### config.mk
export PLATFORM = sky130hd
export DESIGN_NAME = mi_bist
export DESIGN_NICKNAME = d
export VERILOG_FILES = /design/src/rtl/mi_bist_pkg.sv /design/src/rtl/mi_pat_gen.sv /design/src/rtl/mi_march_seq.sv /design/src/rtl/mi_err_port.sv /design/src/rtl/mi_bist.sv
export SDC_FILE = /design/constraint.sdc
export NUM_CORES = 1
export LEC_CHECK = 0
export ABC_AREA = 1
export BUFFER_PORTS_ARGS = -buffer_cell sky130_fd_sc_hd__buf_4
export CORE_ASPECT_RATIO = 0.8
export CORE_MARGIN = 8
export CORE_UTILIZATION = 37
export CTS_BUF_LIST = sky130_fd_sc_hd__clkbuf_4 sky130_fd_sc_hd__clkbuf_8 sky130_fd_sc_hd__clkbuf_16
export CTS_CLUSTER_SIZE = 30
export DETAILED_ROUTE_END_ITERATION = 8
export PLACE_DENSITY = 0.64
export SLEW_MARGIN = 0
export SYNTH_ARGS = -nofsm -noshare
export SYNTH_HDL_FRONTEND = slang
export SYNTH_SLANG_ARGS = --single-unit
### constraint.sdc
create_clock -name clk -period 3.8 [get_ports clk]
set_input_delay 0.19 -clock clk [delete_from_list [all_inputs] [get_ports clk]]
set_output_delay 0.19 -clock clk [all_outputs]
set_load 0.01 [all_outputs]
### src/rtl/mi_bist_pkg.sv
package mi_bist_pkg;

  typedef enum logic [1:0] {
    PAT_SOLID = 2'd0,
    PAT_WALK8 = 2'd1,
    PAT_SHIFT = 2'd2,
    PAT_RAND  = 2'd3
  } pat_mode_e;

  typedef enum logic [2:0] {
    ST_IDLE,
    ST_FILL,
    ST_UP_RD,
    ST_UP_CMP,
    ST_UP_WR,
    ST_DN_RD,
    ST_DN_CMP,
    ST_DN_WR
  } march_st_e;

  localparam logic [31:0] LFSR_TAPS = 32'h8020_0003;

  function automatic logic [31:0] lfsr_step(input logic [31:0] v);
    return (v >> 1) ^ (v[0] ? LFSR_TAPS : 32'h0);
  endfunction

endpackage

### src/rtl/mi_pat_gen.sv
module mi_pat_gen
  import mi_bist_pkg::*;
#(
  parameter int AW = 4,
  parameter int DW = 32,
  parameter logic [31:0] LFSR_INIT = 32'h1
) (
  input  logic          clk,
  input  logic          rst_n,
  input  pat_mode_e     mode,
  input  logic          pass_lsb,
  input  logic          pass_end,
  input  logic          reseed_ld,
  input  logic [31:0]   seed,
  input  logic [AW-1:0] addr,
  output logic [DW-1:0] pat
);
  localparam int SW    = $clog2(DW);
  localparam int LANES = DW / 8;
  localparam logic [4:0] STEP_LAST = 5'd19;

  logic [4:0]    step_q;
  logic [SW-1:0] rot_q;
  logic [31:0]   lfsr_q;

  always_ff @(posedge clk) begin
    if (!rst_n) begin
      step_q <= '0;
      rot_q  <= '0;
      lfsr_q <= LFSR_INIT;
    end else if (reseed_ld) begin
      lfsr_q <= seed;
    end else if (pass_end) begin
      step_q <= (step_q == STEP_LAST) ? 5'd0 : step_q + 5'd1;
      rot_q  <= rot_q + 1'b1;
      lfsr_q <= lfsr_step(lfsr_q);
    end
  end

  logic [7:0]    walk_byte;
  logic [DW-1:0] p_walk, p_rot, p_rand;
  logic [SW-1:0] rot_idx;

  always_comb begin
    walk_byte = 8'h01 << step_q[2:0];
    if (step_q[3]) walk_byte = ~walk_byte;
  end

  for (genvar g = 0; g < LANES; g++) begin : g_lane
    assign p_walk[g*8 +: 8] = walk_byte;
  end

  for (genvar b = 0; b < DW; b++) begin : g_rbit
    assign p_rand[b] = lfsr_q[b % 32];
  end

  assign rot_idx = rot_q + SW'(addr);
  assign p_rot   = {{(DW-1){1'b0}}, 1'b1} << rot_idx;

  always_comb begin
    unique case (mode)
      PAT_SOLID: pat = pass_lsb ? '1 : '0;
      PAT_WALK8: pat = p_walk;
      PAT_SHIFT: pat = p_rot;
      default:   pat = p_rand;
    endcase
  end

endmodule

### src/rtl/mi_march_seq.sv
module mi_march_seq
  import mi_bist_pkg::*;
#(
  parameter int AW  = 4,
  parameter int PCW = 16
) (
  input  logic           clk,
  input  logic           rst_n,
  input  logic           start,
  input  logic [1:0]     mode_in,
  input  logic           stall,
  output march_st_e      state,
  output logic [AW-1:0]  addr,
  output pat_mode_e      mode_q,
  output logic           busy,
  output logic           done,
  output logic           start_acc,
  output logic           pass_end,
  output logic [PCW-1:0] pass_count
);
  localparam logic [AW-1:0] ADDR_TOP = '1;

  assign busy      = (state != ST_IDLE);
  assign start_acc = (state == ST_IDLE) && start;
  assign pass_end  = (state == ST_DN_WR) && (addr == '0);

  always_ff @(posedge clk) begin
    if (!rst_n) begin
      state      <= ST_IDLE;
      addr       <= '0;
      mode_q     <= PAT_SOLID;
      done       <= 1'b0;
      pass_count <= '0;
    end else begin
      unique case (state)
        ST_IDLE: if (start) begin
          state  <= ST_FILL;
          addr   <= '0;
          mode_q <= pat_mode_e'(mode_in);
          done   <= 1'b0;
        end
        ST_FILL: begin
          if (addr == ADDR_TOP) begin
            state <= ST_UP_RD;
            addr  <= '0;
          end else begin
            addr <= addr + 1'b1;
          end
        end
        ST_UP_RD:  if (!stall) state <= ST_UP_CMP;
        ST_UP_CMP: state <= ST_UP_WR;
        ST_UP_WR: begin
          if (addr == ADDR_TOP) begin
            state <= ST_DN_RD;
          end else begin
            addr  <= addr + 1'b1;
            state <= ST_UP_RD;
          end
        end
        ST_DN_RD:  if (!stall) state <= ST_DN_CMP;
        ST_DN_CMP: state <= ST_DN_WR;
        ST_DN_WR: begin
          if (addr == '0) begin
            state      <= ST_IDLE;
            done       <= 1'b1;
            pass_count <= pass_count + 1'b1;
          end else begin
            addr  <= addr - 1'b1;
            state <= ST_DN_RD;
          end
        end
        default: state <= ST_IDLE;
      endcase
    end
  end

endmodule

### src/rtl/mi_err_port.sv
module mi_err_port #(
  parameter int AW = 4,
  parameter int DW = 32
) (
  input  logic          clk,
  input  logic          rst_n,
  input  logic          cmp_en,
  input  logic [AW-1:0] cmp_addr,
  input  logic [DW-1:0] cmp_exp,
  input  logic [DW-1:0] cmp_act,
  input  logic          out_ready,
  output logic          out_valid,
  output logic [AW-1:0] out_addr,
  output logic [DW-1:0] out_exp,
  output logic [DW-1:0] out_act,
  output logic [DW-1:0] out_xor
);
  logic miss;
  assign miss = cmp_en && (cmp_exp != cmp_act);

  always_ff @(posedge clk) begin
    if (!rst_n) begin
      out_valid <= 1'b0;
      out_addr  <= '0;
      out_exp   <= '0;
      out_act   <= '0;
      out_xor   <= '0;
    end else if (miss) begin
      out_valid <= 1'b1;
      out_addr  <= cmp_addr;
      out_exp   <= cmp_exp;
      out_act   <= cmp_act;
      out_xor   <= cmp_exp ^ cmp_act;
    end else if (out_ready) begin
      out_valid <= 1'b0;
    end
  end

endmodule

### src/rtl/mi_bist.sv
module mi_bist
  import mi_bist_pkg::*;
#(
  parameter int AW  = 4,
  parameter int DW  = 32,
  parameter int PCW = 16,
  parameter logic [31:0] LFSR_INIT = 32'h1
) (
  input  logic           clk,
  input  logic           rst_n,
  input  logic           start,
  input  logic [1:0]     mode,
  input  logic           reseed,
  input  logic [31:0]    seed,
  output logic           busy,
  output logic           done,
  output logic [PCW-1:0] pass_count,
  output logic [AW-1:0]  mem_addr,
  output logic [DW-1:0]  mem_wdata,
  output logic           mem_we,
  input  logic [DW-1:0]  mem_rdata,
  output logic           err_valid,
  input  logic           err_ready,
  output logic [AW-1:0]  err_addr,
  output logic [DW-1:0]  err_exp,
  output logic [DW-1:0]  err_act,
  output logic [DW-1:0]  err_xor
);
  march_st_e     state;
  pat_mode_e     mode_q;
  logic [AW-1:0] addr;
  logic [DW-1:0] pat, exp_word;
  logic          start_acc, pass_end, stall, cmp_en;

  assign stall = err_valid && !err_ready;

  mi_march_seq #(.AW(AW), .PCW(PCW)) u_seq (
    .clk        (clk),
    .rst_n      (rst_n),
    .start      (start),
    .mode_in    (mode),
    .stall      (stall),
    .state      (state),
    .addr       (addr),
    .mode_q     (mode_q),
    .busy       (busy),
    .done       (done),
    .start_acc  (start_acc),
    .pass_end   (pass_end),
    .pass_count (pass_count)
  );

  mi_pat_gen #(.AW(AW), .DW(DW), .LFSR_INIT(LFSR_INIT)) u_pat (
    .clk       (clk),
    .rst_n     (rst_n),
    .mode      (mode_q),
    .pass_lsb  (pass_count[0]),
    .pass_end  (pass_end),
    .reseed_ld (start_acc && reseed),
    .seed      (seed),
    .addr      (addr),
    .pat       (pat)
  );

  assign cmp_en   = (state == ST_UP_CMP) || (state == ST_DN_CMP);
  assign exp_word = (state == ST_UP_CMP) ? pat : ~pat;

  mi_err_port #(.AW(AW), .DW(DW)) u_err (
    .clk       (clk),
    .rst_n     (rst_n),
    .cmp_en    (cmp_en),
    .cmp_addr  (addr),
    .cmp_exp   (exp_word),
    .cmp_act   (mem_rdata),
    .out_ready (err_ready),
    .out_valid (err_valid),
    .out_addr  (err_addr),
    .out_exp   (err_exp),
    .out_act   (err_act),
    .out_xor   (err_xor)
  );

  assign mem_addr  = addr;
  assign mem_we    = (state == ST_FILL) || (state == ST_UP_WR) || (state == ST_DN_WR);
  assign mem_wdata = (state == ST_UP_WR) ? ~pat : pat;

endmodule

==> key figures <==
Place
  • Dpl ws: 148 ps
  • Dpl cell area: 0.0120 mm2
  • Port-buffer cells: 226
  • Placer Congestion: 0.951
  • Placed wire-length estimate: 30500 um

Floorplanning
  • Die Width: 199 um
  • Die ar.: 0.0324 mm2
  • Site Rows: 53
  • I/O Pins: 227
  • Die Ht: 163 um
  • Core ar.: 0.0263 mm2
  • Starting Density: 37.8%

Global route
  • First-pass GRT wire length: 59700 um
  • Grt met2 use: 34.5%
  • Antenna violations before repair: 2
  • Met3 GRT Util: 7.60%
  • Tot GR Track Use: 23.7%
  • Largest net degree at the start of global routing: 75
  • Overflow after GRT: 0
  • Met1 Usage GRT: 33.2%
  • Number of global-route vias before repair: 10400
  • Most Crowded Layer GR: met2

Synthesis
  • Synth Warn #: 0
  • Post-Syn Area: 0.00994 mm2
  • Synth async-reset ratio: 0%
  • Share of the yosys chip area belonging to registers: 34.0%
  • EDFF count, synth: 0
  • Flops & latches, synth: 169
  • Post-Syn Instances: 1567
  • Synth Flop Type: dfxtp_1
  • Syn nets: 1654
  • Mean Syn Cell Area: 6.34 um2
  • Distinct cell type count after synthesis: 35

Worst hold path
  • Hold Crit Start: seed[18]
  • Min-delay worst type: in2reg

Finish
  • Fillers: 2737
  • Inserted Diodes: 0
  • Multi-input logic area: 0.00570 mm2
  • Register area: 0.00339 mm2
  • Nets: 1842
  • Share of layout cells above drive strength 1: 20.6%
  • Syn-to-layout area delta: 28.0%
  • Design Area, Final: 0.0127 mm2

Pwr
  • Overall Power: 7.69 mW
  • Lkg Pwr: 5.86 nW
  • Worst IR drop on VDD: 331 uV
  • PwrDens: 605 mW/mm2

CTS
  • Clock-pin slew on the worst setup and hold paths: 80 ps
  • Root Driver: clkbuf_16
  • CTS Buf Count: 17
  • CTS tree: built
  • Later-pin clock latency in the skew report: 440 ps
  • CTS max path bufs: 2
  • Htree depth: 4
  • Clock Sink Count: 169

Routing
  • DR iter-0 viols: 1207
  • Post-detailed-routing wire length: 39600 um
  • Post-DR wirelength/cell: 18.6 um
  • Drt via density: 5.31
  • Via count: 11300
  • TritonRoute pass-1 iters: 6
  • DRC: 0
  • DRT antenna net count: 0

STA
  • RSZ-0062 raised after global routing: true
  • Fin Setup TNS: 0 ps
  • Pins Over Slew Limit: 0
  • Final hold vios: 0
  • Final worst slack: 142 ps
  • Worst-Margin Slew: 984 ps
  • Clock Skew: 10.5 ps
  • Endpoints failing setup: 0
  • FMAX: 273 MHz
  • Min cycle time layout: 3660 ps
  • Final cycle utilization of the critical path: 96.3%
  • Slew headroom: 34.3%

Worst setup path
  • Worst Setup Path Type: reg2reg
  • Crit Path Max Fanout: 34
  • Critical Path AT: 4040 ps
  • Worst Setup SP: u_pat.rot_q[0]$_SDFFE_PN0P_
  • Worst r2r dst: u_err.out_exp[14]$_SDFFE_PN0P_
  • Data required, critical path: 4180 ps
  • Worst Setup EP: u_err.out_exp[14]$_SDFFE_PN0P_
  • Setup crit end kind: flop
  • Reg2reg start: u_pat.rot_q[0]$_SDFFE_PN0P_
  • Worst R2R Path Depth: 22
  • Startpoint class of the critical path: flop
  • Flop2flop setup slack: 140 ps

Outcome
  • Outcome: finished clean

Flow run
  • Max cap viols: 0
[synthesized netlist by cell type (10+ instances only)]
cell type | count | area (um2)
buf_2 | 17 | 85.1
nand3_1 | 237 | 1190
a21oi_1 | 154 | 771
o21ai_1 | 19 | 95.1
dfxtp_1 | 169 | 3380
o21ai_0 | 34 | 170
ha_1 | 15 | 188
inv_1 | 131 | 492
o211ai_1 | 10 | 75.1
xor2_1 | 35 | 307
a22oi_1 | 16 | 120
nand2_1 | 413 | 1550
buf_1 | 11 | 41.3
clkbuf_1 | 54 | 203
nor2_1 | 154 | 578
nor3_1 | 21 | 105
or2_2 | 18 | 113
buf_6 | 10 | 113
[state kept, by name (all words and copies together) (netlist names)]
signal	count
u_err.out_act	32
u_err.out_exp	32
u_err.out_xor	32
u_pat.lfsr_q	32
u_seq.pass_count	16
u_pat.rot_q	5
u_pat.step_q	5
u_err.out_addr	4
u_seq.addr	4
u_seq.state	3
u_seq.mode_q	2
u_err.out_valid	1
u_seq.done	1
[cells in the final DEF (no fill, tap or decap), types with 17 or more instances in the layout]
cell type / n
o21ai_0: 34
inv_1: 130
nand2_1: 398
nor3_1: 21
nor2_1: 150
buf_4: 252
dfxtp_1: 167
xor2_1: 35
a21oi_1: 153
nand3_1: 236
or2_2: 18
clkbuf_16: 17
[metrics by stage]
step | hold WS, ps | std cells | utilization [%]
floorplan | 324 | 1567 | -
global placement | 417 | 2091 | 45.7
detailed placement | 424 | 2091 | 45.7
CTS | 14.8 | 2124 | 47.9
global route | 34.0 | 2125 | 48.3
finish | 23.8 | 2125 | 48.3
[layer usage]
layer | vias up | wire, um | part of all wire, %
met1 | 5249 | 18300 | 46
met5 | - | 26 | 0.066
met3 | 47 | 4030 | 10
met2 | 490 | 16500 | 42
met4 | 4 | 775 | 2.0
li1 | 5488 | - | -
[area by class of cell]
type,count,share of cell area [%]
clock buffer,20,3.62
timing repair buffer,262,16.4
clock inverter,12,0.905
sequential,169,26.6
multi-input combinational,1165,44.8
tap,357,3.51
inverter,140,4.13
[repair_timing]
item / CTS / global route
endpoints found under the hold margin: 1 / 0
hold buffers: 1 / 0
resized for setup: 0 / 32
setup endpoints to repair: 0 / 101
setup buffers: 0 / 0
[how the worst min path moves through the flow]
stage | to | slack, ps | cells after the start
after global placement | u_pat.lfsr_q[0]$_SDFFE_PN1P_ | 420 | 3
final | u_pat.lfsr_q[18]$_SDFFE_PN0P_ | 20 | 3
after CTS | u_pat.lfsr_q[18]$_SDFFE_PN0P_ | 10 | 3
after detailed placement | u_pat.lfsr_q[0]$_SDFFE_PN1P_ | 420 | 3
after global routing | u_pat.lfsr_q[4]$_SDFFE_PN0P_ | 30 | 3
after floorplan | u_pat.lfsr_q[0]$_SDFFE_PN1P_ | 320 | 2
[kinds of logic (layout without fill, tap and decap cells)]
group | count (synthesis) | in the layout | synth area share, %
xor gates and xnor gates | 38 | 38 | 3.35
buffers and inverters | 234 | 434 | 9.88
AOI/OAI and AO/OA | 256 | 256 | 14.3
and+or+nand+nor | 854 | 855 | 36.3
adders and majority gates | 16 | 16 | 2.09
DFF | 169 | 169 | 34.0
[report_power, final]
part	total [mW]	internal, mW	switching [mW]	leakage (nW)
Sequential	2.32	2.10	0.223	1.37
Clock	1.74	0.952	0.788	0.277
Combinational	3.63	1.38	2.25	4.20
[worst max-delay path, stage by stage (launching register included)]
cell     delay, ps
dfxtp_2        360
ha_2           200
inv_1           50
fa_1           410
inv_2           80
nand3_1        120
nand3_1        160
nand3_2        110
buf_12         160
o21ai_2        260
nand2_1        160
nand2_1        100
nand3_1         90
nand2_2        180
nand2_1         70
nor2_1         100
nand2_1        100
nor2_4         170
nand2_2        150
buf_12         200
nand3_1         80
nand2_1        120
nor2_1         120
Power figures use the tool's default switching activity.
